$ cat src/rtl/xq_pkg.sv
package xq_pkg;

    // Transfer-type codes; the bit values are fixed by the bus protocol.
    typedef enum logic [1:0] {
        TR_IDLE   = 2'b00,
        TR_BUSY   = 2'b01,
        TR_NONSEQ = 2'b10,
        TR_SEQ    = 2'b11
    } trans_e;

    // Per-cycle classification produced by the front decoder.
    typedef struct packed {
        logic   commit;     // real beat, selected, bus advancing
        logic   sel_adv;    // selected and bus advancing (any code)
        logic   adv_other;  // bus advancing, this subordinate not selected
        trans_e kind;       // decoded transfer type
    } qual_t;

    localparam int SIZE_W = 3;

    // A code carries a real access when its upper bit is set.
    function automatic logic is_real(trans_e k);
        return (k == TR_NONSEQ) || (k == TR_SEQ);
    endfunction

    function automatic trans_e to_trans(logic [1:0] raw);
        return trans_e'(raw);
    endfunction

endpackage

$ cat src/rtl/xq_classify.sv
module xq_classify
    import xq_pkg::*;
(
    input  logic        sel_in,
    input  logic [1:0]  trans_in,
    input  logic        ready_in,
    output qual_t       q
);

    trans_e kind;

    always_comb begin
        kind        = to_trans(trans_in);
        q.kind      = kind;
        q.sel_adv   = sel_in & ready_in;
        q.adv_other = ready_in & ~sel_in;
        // Only a real code, selected, on an advancing cycle is committed.
        q.commit    = sel_in & ready_in & is_real(kind);
    end

endmodule

$ cat src/rtl/xq_data_phase.sv
module xq_data_phase
    import xq_pkg::*;
#(
    parameter int ADDR_W = 32
) (
    input  logic              clk,
    input  logic              rst,
    input  qual_t             q,
    input  logic [ADDR_W-1:0] addr_in,
    input  logic              write_in,
    output logic              acc_valid,
    output logic [ADDR_W-1:0] acc_addr,
    output logic              acc_write
);

    // Address-phase values are captured only on a committed edge; the
    // strobe is a one-cycle pulse in the following data phase.
    always_ff @(posedge clk) begin
        if (rst) begin
            acc_valid <= 1'b0;
            acc_addr  <= '0;
            acc_write <= 1'b0;
        end else begin
            acc_valid <= q.commit;
            if (q.commit) begin
                acc_addr  <= addr_in;
                acc_write <= write_in;
            end
        end
    end

endmodule

$ cat src/rtl/xq_burst_track.sv
module xq_burst_track
    import xq_pkg::*;
#(
    parameter int ADDR_W = 32
) (
    input  logic              clk,
    input  logic              rst,
    input  qual_t             q,
    input  logic [ADDR_W-1:0] addr_in,
    input  logic [SIZE_W-1:0] size_in,
    input  logic              incr_in,
    output logic              burst_active,
    output logic [ADDR_W-1:0] next_addr_exp,
    output logic              seq_mismatch
);

    logic [ADDR_W-1:0] step;
    logic [ADDR_W-1:0] next_calc;
    logic              off_pattern;

    always_comb begin
        step        = ADDR_W'(1) << size_in;
        next_calc   = addr_in + step;
        off_pattern = !burst_active || (addr_in != next_addr_exp);
    end

    always_ff @(posedge clk) begin
        if (rst) begin
            burst_active  <= 1'b0;
            next_addr_exp <= '0;
            seq_mismatch  <= 1'b0;
        end else begin
            seq_mismatch <= 1'b0;
            if (q.sel_adv) begin
                unique case (q.kind)
                    TR_NONSEQ: begin
                        burst_active  <= incr_in;
                        next_addr_exp <= next_calc;
                    end
                    TR_SEQ: begin
                        seq_mismatch  <= off_pattern;
                        next_addr_exp <= next_calc;
                    end
                    TR_BUSY: begin
                        // pause: context and prediction held
                    end
                    TR_IDLE: begin
                        burst_active <= 1'b0;
                    end
                    default: begin
                        burst_active <= 1'b0;
                    end
                endcase
            end else if (q.adv_other) begin
                // bus moved on to another subordinate: context is gone
                burst_active <= 1'b0;
            end
        end
    end

endmodule

$ cat src/rtl/ahbs_xfer_qual.sv
module ahbs_xfer_qual
    import xq_pkg::*;
#(
    parameter int ADDR_W = 32
) (
    input  logic              clk,
    input  logic              rst,
    input  logic              sel_in,
    input  logic [1:0]        trans_in,
    input  logic [ADDR_W-1:0] addr_in,
    input  logic              write_in,
    input  logic [2:0]        size_in,
    input  logic              incr_in,
    input  logic              ready_in,
    output logic              acc_valid,
    output logic [ADDR_W-1:0] acc_addr,
    output logic              acc_write,
    output logic [ADDR_W-1:0] next_addr_exp,
    output logic              burst_active,
    output logic              seq_mismatch,
    output logic              rdy_out,
    output logic              resp_out
);

    qual_t q;

    xq_classify u_classify (
        .sel_in   (sel_in),
        .trans_in (trans_in),
        .ready_in (ready_in),
        .q        (q)
    );

    xq_data_phase #(.ADDR_W(ADDR_W)) u_dphase (
        .clk       (clk),
        .rst       (rst),
        .q         (q),
        .addr_in   (addr_in),
        .write_in  (write_in),
        .acc_valid (acc_valid),
        .acc_addr  (acc_addr),
        .acc_write (acc_write)
    );

    xq_burst_track #(.ADDR_W(ADDR_W)) u_burst (
        .clk           (clk),
        .rst           (rst),
        .q             (q),
        .addr_in       (addr_in),
        .size_in       (size_in),
        .incr_in       (incr_in),
        .burst_active  (burst_active),
        .next_addr_exp (next_addr_exp),
        .seq_mismatch  (seq_mismatch)
    );

    // Zero-wait, never-error response.
    assign rdy_out  = 1'b1;
    assign resp_out = 1'b0;

endmodule

$ cat config.mk
export PLATFORM = sky130hd
export DESIGN_NAME = ahbs_xfer_qual
export DESIGN_NICKNAME = d
export VERILOG_FILES = /design/src/rtl/xq_pkg.sv /design/src/rtl/xq_classify.sv /design/src/rtl/xq_data_phase.sv /design/src/rtl/xq_burst_track.sv /design/src/rtl/ahbs_xfer_qual.sv
export SDC_FILE = /design/constraint.sdc
export NUM_CORES = 1
export LEC_CHECK = 0
export BUFFER_PORTS_ARGS = -buffer_cell sky130_fd_sc_hd__buf_2
export CAP_MARGIN = 20
export CORE_MARGIN = 8
export CORE_UTILIZATION = 40
export CTS_BUF_LIST = sky130_fd_sc_hd__clkbuf_8
export DETAILED_ROUTE_END_ITERATION = 7
export PLACE_DENSITY = 0.62
export RECOVER_POWER = 100
export REMOVE_ABC_BUFFERS = 1
export SYNTH_ARGS = -nofsm -noshare
export SYNTH_HDL_FRONTEND = slang
export SYNTH_SLANG_ARGS = --single-unit
export TNS_END_PERCENT = 5
$ cat constraint.sdc
create_clock -name clk -period 2.3 [get_ports clk]
set_input_delay 0.23 -clock clk [delete_from_list [all_inputs] [get_ports clk]]
set_output_delay 0.23 -clock clk [all_outputs]
set_load 0.01 [all_outputs]
After elaboration in Yosys (flattened, before gate mapping)
Cells that the tools add are included.
Storage, ports and cells
  logic and storage cells: 30
  register bits: 68
Operators by class
  multiplexer cells: 3
  eq/ne operators: 4
  reduce and logical (&&, ||, !) cells: 9
  $add $sub $neg: 1
  bitwise gates (word level): 6
  shift-type cells: 1
Operators by type and width (count)
  $add A32 B32 Y32: 1
  $ne A32 B32 Y1: 1
  $shl A1 B3 Y32 const A: 1
  $eq A2 B2 Y1 const B: 2
  $reduce_and A2 Y1: 2
  $and A1 B1 Y1: 3
  $ne A3 B1 Y1 const B: 1
  $not A1 Y1: 3
  $reduce_or A3 Y1: 1
  $logic_not A2 Y1: 1
  $logic_or A1 B1 Y1: 2
  $mux W1: 2
  $pmux W1 S2: 1
  $reduce_bool A2 Y1: 1
  $reduce_or A2 Y1: 1
  $logic_not A1 Y1: 1

Longest topological paths before layout
Gate-level depths: netlist of run 1.
  word-level depth: 4
  mapped depth: 10
  mapped depth without buffers: 9

Modules after synthesis
From an unflattened synthesis of run 1, not the netlist that was laid out.
Second synthesis, totals
  cells, all modules: 421
  area, all modules: 3716.1 µm²
By module, submodules not included
  xq_burst_track: area each 2424.8 µm², times used 1, cells each 303
  xq_data_phase: area each 1229.9 µm², times used 1, cells each 109
  xq_classify: area each 38.8 µm², times used 1, cells each 5
  ahbs_xfer_qual: area each 22.5 µm², times used 1, cells each 4

Worst setup path after synthesis of run 1
Ideal clock, no wire load.
  path type: input to register
  start: in size_in[1]
  end: reg u_burst.next_addr_exp[30]
  buffers on the path: 1
  arrival: 2.076 ns
  stages: 9
  path slack: 0.139 ns
  required time: 2.214 ns
  setup time: 0.086 ns
  cells stage by stage: nor3b_1 > fa_1 > a21oi_1 > o21ai_0 > o22a_1 > clkbuf_1 > nand4_1 > xor2_1 > a211oi_1
On the way
  cells in the longest elaborated chain, start to end: 2
RTL lines
  start, declared: RTL line ahbs_xfer_qual.sv:12  | input logic [2:0] size_in,
  $shl A1 B3 Y32: RTL line xq_burst_track.sv:22  | step = ADDR_W'(1) << size_in;
  $add A32 B32 Y32: RTL line xq_burst_track.sv:23  | next_calc = addr_in + step;
  end signal, assigned: RTL line xq_burst_track.sv:38  | next_addr_exp <= next_calc;
  end signal, assigned: RTL line xq_burst_track.sv:42  | next_addr_exp <= next_calc;
  end, declared: RTL line xq_burst_track.sv:13  | output logic [ADDR_W-1:0] next_addr_exp,
No other way between the ends.
A chain may end at the register's enable or synchronous reset.

Worst setup path after layout of run 1
  start: in size_in[0]
  end: reg u_burst.next_addr_exp[24]
The elaborated chain is that of the path after synthesis.

==> results.tsv, run 1 <==
metric	value	unit
max_clock_freq	472	MHz
die_w	111	um
cts_sinks	68	
netSwitchingFraction	29.6	%
port-buffer-count	110	
power_density	575	nW/um^2
wl_per_cell	15.6	um
dp_hpwl	8430	um
max-vdd-ir-drop	320	uV
synth_top_cell_area_share	37.6	%
finalCritPeriodShare	92.0	%
ys_types	45	
grt_usage	17.4	%
multi_input_area	2130	um^2
ys_seq_area_share	37.6	%
min_path_type	in -> reg	
final_hold_viol_count	0	
dp_slack	-0.165	ns
worst-r2r-setup-slack	0.51	ns
yosys.cell_count.top_type	nand2_1	
ys_top_cells_by_area	dfxtp_1, nand2_1, xnor2_1, a21oi_1, xor2_1	
final_util	51.4	%
path_max_fanout	6	
cts.clk_slew.worst_paths	0.08	ns
synth-edff-count	0	
core_area	8760	um^2
combPwrFrac	17.2	%
cts_max_path_buffers	2	
fin_nets	630	
grt_max_degree	33	
postCtsHoldBufs	0	
p_clk_share	34.2	%
cp.required	2.48	ns
worstSetupStartpointType	primary input	
worst_r2r_endpoint	u_burst.seq_mismatch$_SDFF_PP0_	
antenna_found_initial	0	
clock_latency	0.34	ns
critical-path-max-stage-delay	0.41	ns
layout-drive-gt1-share	16.0	%
setup_viol	0	
synth_warnings	0	
ff_latch_area	1360	um^2
post_cts_buffers	0	
slew_violations	0	
fillers	892	
rsz0062_at_grt	false	
fp-row-count	34	
worstReg2RegStart	u_burst.next_addr_exp[25]$_SDFFE_PP0P_	
cts_tree	done	
power_frac_seq	48.6	%
cellLeakagePower	1.72	nW
initial_core_util	41.3	%
ff2ff_path_depth	6	
gp_congestion	0.879	
min_period	2.12	ns
critical_path_class	in -> reg	
avgViaCountPerCell	5.19	
maxCapViolations	0	
dieArea	12400	um^2
synthArstFlopShare	0	%
cp.arrival	2.30	ns
die_h	111	um
synth-seq-cells	68	
firstDrtPassIters	4	
grt_pass1_wl	18100	um
ioPinCount	113	
routed_wl	10800	um
synth_cells	456	
grt_overflow	0	
synth_top_area_cell	dfxtp_1	
drcViolationCount	0	
p_int	1.82	mW
syn_area_per_cell	7.95	um^2
p_switching	0.767	mW
antenna_cells	0	
holdWs	0.123	ns
status	complete, no violations	
worst_pin_slew	1.03	ns
syn_area	3620	um^2
relSlewSlack	31.5	%
cts-buffers-inserted	9	
via_count	3588	
synth_ff_type	dfxtp_1	
hp-start	write_in	
layout_setup_ws	0.184	ns
cp_slowest_cell	fa_1	
hold_path_end	u_dphase.acc_write$_SDFFE_PP0P_	
endpoint_kind	flip-flop	
min_path_cells	3	
crit_chain	clkbuf_1 -> nor3_1 -> ha_1 -> fa_1 -> a21oi_1 -> o21ai_0 -> o22a_1 -> buf_4 -> nand4_1 -> xor2_1 -> a211oi_1	
grt_pass1_vias	3673	
syn_to_final_growth	24.4	%
cts_root_buf	clkbuf_8	
synth_common_cells	nand2_1, dfxtp_1, a21oi_1	
drtAntennaViolNets	0	
fin_skew	0.0102	ns
htree_levels	3	
drt-initial-drc-count	183	
## worst max path at each step
stage           startpoint                                endpoint  slack [ns]  cells after the start
5_1_grt         size_in[0]  u_burst.next_addr_exp[24]$_SDFFE_PP0P_        0.09                     11
6_report        size_in[0]  u_burst.next_addr_exp[24]$_SDFFE_PP0P_        0.18                     11
3_3_place_gp    size_in[1]  u_burst.next_addr_exp[24]$_SDFFE_PP0P_       -0.07                     11
2_1_floorplan  trans_in[1]  u_burst.next_addr_exp[29]$_SDFFE_PP0P_       -0.09                      3
4_1_cts         size_in[1]  u_burst.next_addr_exp[17]$_SDFFE_PP0P_        0.20                      9
3_5_place_dp    size_in[1]  u_burst.next_addr_exp[17]$_SDFFE_PP0P_       -0.17                      9
## layout by cell type, fill, tap and decap left out, drive strengths merged, types with 2 or more instances in the layout
cell    netlist  layout
nand2        89      89
clkbuf       20      87
dfxtp        68      68
buf          11      65
a21oi        46      46
nor2         32      32
xnor2        32      32
xor2         23      23
a211oi       23      23
and3         16      16
nand3        15      15
nand4        13      13
o31ai         8       8
ha            8       8
nor3          8       8
nor4          7       7
clkinv        0       5
o21ai         4       4
inv           4       4
nor3b         3       3
o21a          2       2
nor2b         2       2
mux2i         2       2
o31a          2       2
conb          2       2
or3           2       2
## per-layer routing
| metal | vias to the layer above | wire (um) | track usage (%) | share of wire [%] |
|---|---|---|---|---|
| li1 | 1832 | - | - | - |
| met1 | 1660 | 4850 | 20.5 | 45 |
| met2 | 86 | 5070 | 28.6 | 47 |
| met3 | 10 | 792 | 6.76 | 7.3 |
| met4 | 0 | 89 | 4.62 | 0.82 |
| met5 | - | 0 | 0 | 0 |
## timing repair
action | in CTS | in global routing
setup endpoints to repair | 0 | 1
resized for setup | 0 | 1
hold endpoints to repair | 0 | 0
## metrics by stage
step | total power [mW] | area [um^2] | TNS (ns) | cells
after floorplan | 1.52 | 3500 | -0.345 | 425
after global placement | 1.74 | 4440 | -0.344 | 675
after detailed placement | 1.75 | 4440 | -1.49 | 675
after CTS | 2.65 | 4620 | 0 | 691
after global routing | 2.74 | 4510 | 0 | 691
final | 2.59 | 4510 | 0 | 691
## sequential cells by signal, summed over array words and instances, names as in the netlist
| signal | cells |
|---|---|
| u_dphase.acc_write | 1 |
| u_burst.seq_mismatch | 1 |
| u_dphase.acc_valid | 1 |
| u_burst.next_addr_exp | 32 |
| u_dphase.acc_addr | 32 |
| u_burst.burst_active | 1 |
## cell type report
class                      instances  area share (%)
timing repair buffer             142            15.3
tap                              108            3.00
sequential                        68            30.2
clock buffer                      10            3.05
clock inverter                     6           0.888
inverter                           4           0.333
multi-input combinational        353            47.2
## power by group through the flow
stage | sequential [mW] | combinational, mW | clock (mW)
floorplan | 1.31 | 0.210 | 0
global placement | 1.28 | 0.457 | 0
detailed placement | 1.29 | 0.464 | 0
CTS | 1.26 | 0.466 | 0.928
global route | 1.27 | 0.495 | 0.981
finish | 1.26 | 0.445 | 0.887
## kinds of logic (layout without fill, tap and decap cells)
logic type               after synthesis  after routing  share of synthesized area [%]
AO/OA/AOI/OAI                         92             92                           15.8
XOR/XNOR                              55             55                           13.3
adder cells (fa/ha/maj)                9              9                           3.32
buffers and inverters                 35            162                           3.87
flip-flops                            68             68                           37.6
multiplexers                           2              2                          0.553
other                                  2              2                          0.207
AND/OR/NAND/NOR                      193            193                           25.3
## critical path: cells and delay by family
| kind | cells | cell delay [ns] |
|---|---|---|
| adders and majority gates | 2 | 0.63 |
| xor gates and xnor gates | 1 | 0.19 |
| and+or+nand+nor | 2 | 0.20 |
| AOI/OAI and AO/OA | 4 | 0.70 |
| buffers and inverters | 2 | 0.35 |
Note: power is estimated with default switching activity, not from simulation.
==> run 2: changes to the inputs <==
--- a/config.mk
+++ b/config.mk
@@ -5,13 +5,14 @@
 export SDC_FILE = /design/constraint.sdc
 export NUM_CORES = 1
 export LEC_CHECK = 0
+export ABC_AREA = 1
 export BUFFER_PORTS_ARGS = -buffer_cell sky130_fd_sc_hd__buf_2
 export CAP_MARGIN = 20
 export CORE_MARGIN = 8
 export CORE_UTILIZATION = 40
 export CTS_BUF_LIST = sky130_fd_sc_hd__clkbuf_8
 export DETAILED_ROUTE_END_ITERATION = 7
-export PLACE_DENSITY = 0.62
+export PLACE_DENSITY = 0.61
 export RECOVER_POWER = 100
 export REMOVE_ABC_BUFFERS = 1
 export SYNTH_ARGS = -nofsm -noshare
==> run 2 against run 1 <==
First-iteration DRC count up 60%. Clock skew down 0.00084 ns. Register-to-register slack better by 0.22 ns. Hold slack worse by 0.028 ns. Final cell count up 30%. Critical path type unchanged. Largest cell class unchanged.
==> results.tsv, run 2 <==
metric	value	unit
htree_levels	3	
critical_path_class	in -> reg	
grt_overflow	0	
layout_common_cells	nand2_1, nor2_1, inv_1, clkbuf_1, dfxtp_1	
final_hold_viol_count	0	
syn_area	4170	um^2
relSlewSlack	41.0	%
post_cts_resized	0	
status	complete, no violations	
antenna_cells	0	
via_count	4528	
drcViolationCount	0	
synthArstFlopShare	0	%
cp_num_buf_inv	1	
max-vdd-ir-drop	291	uV
min_path_type	in -> reg	
grt_max_degree	83	
worst-r2r-setup-slack	0.73	ns
stdcell_count	900	
synth-seq-cells	68	
cts_root_buf	clkbuf_8	
worst_r2r_endpoint	u_burst.seq_mismatch$_SDFF_PP0_	
cellLeakagePower	2.33	nW
dp.cells	884	
initial_core_util	40.7	%
dieArea	13900	um^2
gp_congestion	0.895	
cts_tree	done	
wl_per_cell	15.9	um
critical-path-max-stage-delay	0.38	ns
ff2ff_path_depth	6	
postCtsHoldBufs	0	
core_area	10200	um^2
min_path_cells	3	
worstReg2RegStart	u_burst.burst_active$_SDFFE_PP0P_	
worst_pin_slew	0.884	ns
final_util	47.9	%
layout-drive-gt1-share	10.9	%
ioPinCount	113	
yosys.cell_count.top_type	nand2_1	
cp.arrival	2.18	ns
endpoint_kind	flip-flop	
syn_to_final_growth	17.7	%
drtAntennaViolNets	0	
hp-start	incr_in	
crit_family	simple AND/OR/NAND/NOR gates	
firstDrtPassIters	4	
routed_wl	14300	um
worstSetupStartpointType	primary input	
die_h	118	um
holdWs	0.0955	ns
synth_common_cells	nand2_1, nor2_1, inv_1	
finalCritPeriodShare	84.4	%
setup_tns	0	ns
critical_path.most_common_cell	nand2_1	
ys_types	40	
crit_chain	clkbuf_1 -> nor3_1 -> ha_1 -> fa_1 -> nand2_1 -> nand3_1 -> nand3_1 -> nand2_1 -> nand2_1 -> nand2_1 -> nand3_1 -> nand2_1 -> nor2_1 -> nor2_1	
avgViaCountPerCell	5.03	
setup_viol	0	
cts_max_path_buffers	2	
antenna_found_initial	0	
syn_area_per_cell	6.31	um^2
ys_top_cells_by_area	dfxtp_1, nand2_1, nor2_1, inv_1, nand3_1	
p_total	2.82	mW
grt_usage	21.0	%
cp_slowest_cell	fa_1	
cts.clk_slew.worst_paths	0.07	ns
cts-buffers-inserted	9	
cts_sinks	68	
clock_latency	0.37	ns
min_period	1.94	ns
synth_top_area_cell	dfxtp_1	
cp.required	2.54	ns
die_w	118	um
grt_pass1_wl	23500	um
grt_pass1_vias	4439	
port-buffer-count	110	
power_density	576	nW/um^2
synth_ff_type	dfxtp_1	
path_max_fanout	5	
fp-row-count	37	
maxCapViolations	0	
fin_skew	0.00936	ns
drt-initial-drc-count	293	
final_common_cell	nand2_1	
ys_seq_area_share	32.7	%
fin_nets	811	
synth_top_cell_area_share	32.7	%
synth_cells	661	
dp_hpwl	10900	um
synth-edff-count	0	
synth_warnings	0	
rsz0062_at_grt	false	
hold_path_end	u_burst.burst_active$_SDFFE_PP0P_	
top_regs	u_burst.next_addr_exp (32), u_dphase.acc_addr (32)	
slew_violations	0	
post_cts_buffers	0	
max_clock_freq	515	MHz
run 2: cell types whose count changed in the layout (fill, tap and decap cells not counted), moves of 7 or more:
cell	delta
a211oi_1	-23
a21oi_1	-11
and3_1	-16
buf_4	-23
inv_1	+69
nand2_1	+94
nand3_1	+33
nor2_1	+63
nor3_1	+11
o21ai_0	+25
o22ai_1	+7
o31ai_1	-8
xnor2_1	-25
xor2_1	-13
run 2: report_power, final:
part / total (mW) / leakage (nW) / internal (mW) / switching, mW
registers: 1.26 / 0.554 / 1.22 / 0.0322
clock network: 1.11 / 0.109 / 0.606 / 0.501
logic: 0.462 / 1.67 / 0.151 / 0.311
total: 2.82 / 2.33 / 1.98 / 0.844
run 2: per-stage QoR:
step	setup slack, ns	area, um^2
3_5_place_dp	0.0618	4800
2_1_floorplan	-1.14	4020
4_1_cts	0.449	5010
3_3_place_gp	0.0877	4800
6_report	0.359	4900
5_1_grt	0.125	4900
run 2: worst max path at each step:
stage,from,cells after the start,endpoint,slack [ns]
6_report,size_in[0],14,u_burst.next_addr_exp[18]$_SDFFE_PP0P_,0.36
5_1_grt,size_in[0],14,u_burst.next_addr_exp[9]$_SDFFE_PP0P_,0.13
4_1_cts,size_in[0],14,u_burst.next_addr_exp[9]$_SDFFE_PP0P_,0.45
3_5_place_dp,size_in[0],14,u_burst.next_addr_exp[9]$_SDFFE_PP0P_,0.06
3_3_place_gp,size_in[1],14,u_burst.next_addr_exp[18]$_SDFFE_PP0P_,0.09
2_1_floorplan,trans_in[1],6,u_burst.next_addr_exp[21]$_SDFFE_PP0P_,-1.14
run 2: cell families (layout without fill, tap and decap cells):
group	after synthesis	after routing	share of synthesized area (%)
buffers and inverters	105	208	10.7
AOI/OAI and AO/OA	82	82	10.8
other	2	2	0.180
DFF	68	68	32.7
and+or+nand+nor	378	378	39.2
xor gates and xnor gates	17	17	3.57
adders and majority gates	9	9	2.88
run 2: layout make-up:
cell class,count,area (um^2)
Timing Repair Buffer,114,504
Clock inverter,7,91.3
Multi-Input combinational cell,488,2360
Sequential cell,68,1360
Fill cell,1178,5330
Clock buffer,9,124
Tap cell,136,170
Inverter,78,293
run 2: metal layers:
layer / part of all wire [%] / global-route usage (%) / vias to the layer above / wire (um)
met5: 0 / 0 / - / 0
met4: 2.1 / 8.17 / 0 / 304
met3: 7.3 / 5.28 / 19 / 1050
met2: 44 / 33.0 / 136 / 6340
met1: 46 / 26.9 / 2072 / 6650
li1: - / - / 2301 / -
run 2: worst min-delay path, delay by kind of cell:
family | cells | cell delay, ns
AND/OR/NAND/NOR | 2 | 0.12
buffers and inverters | 1 | 0.08
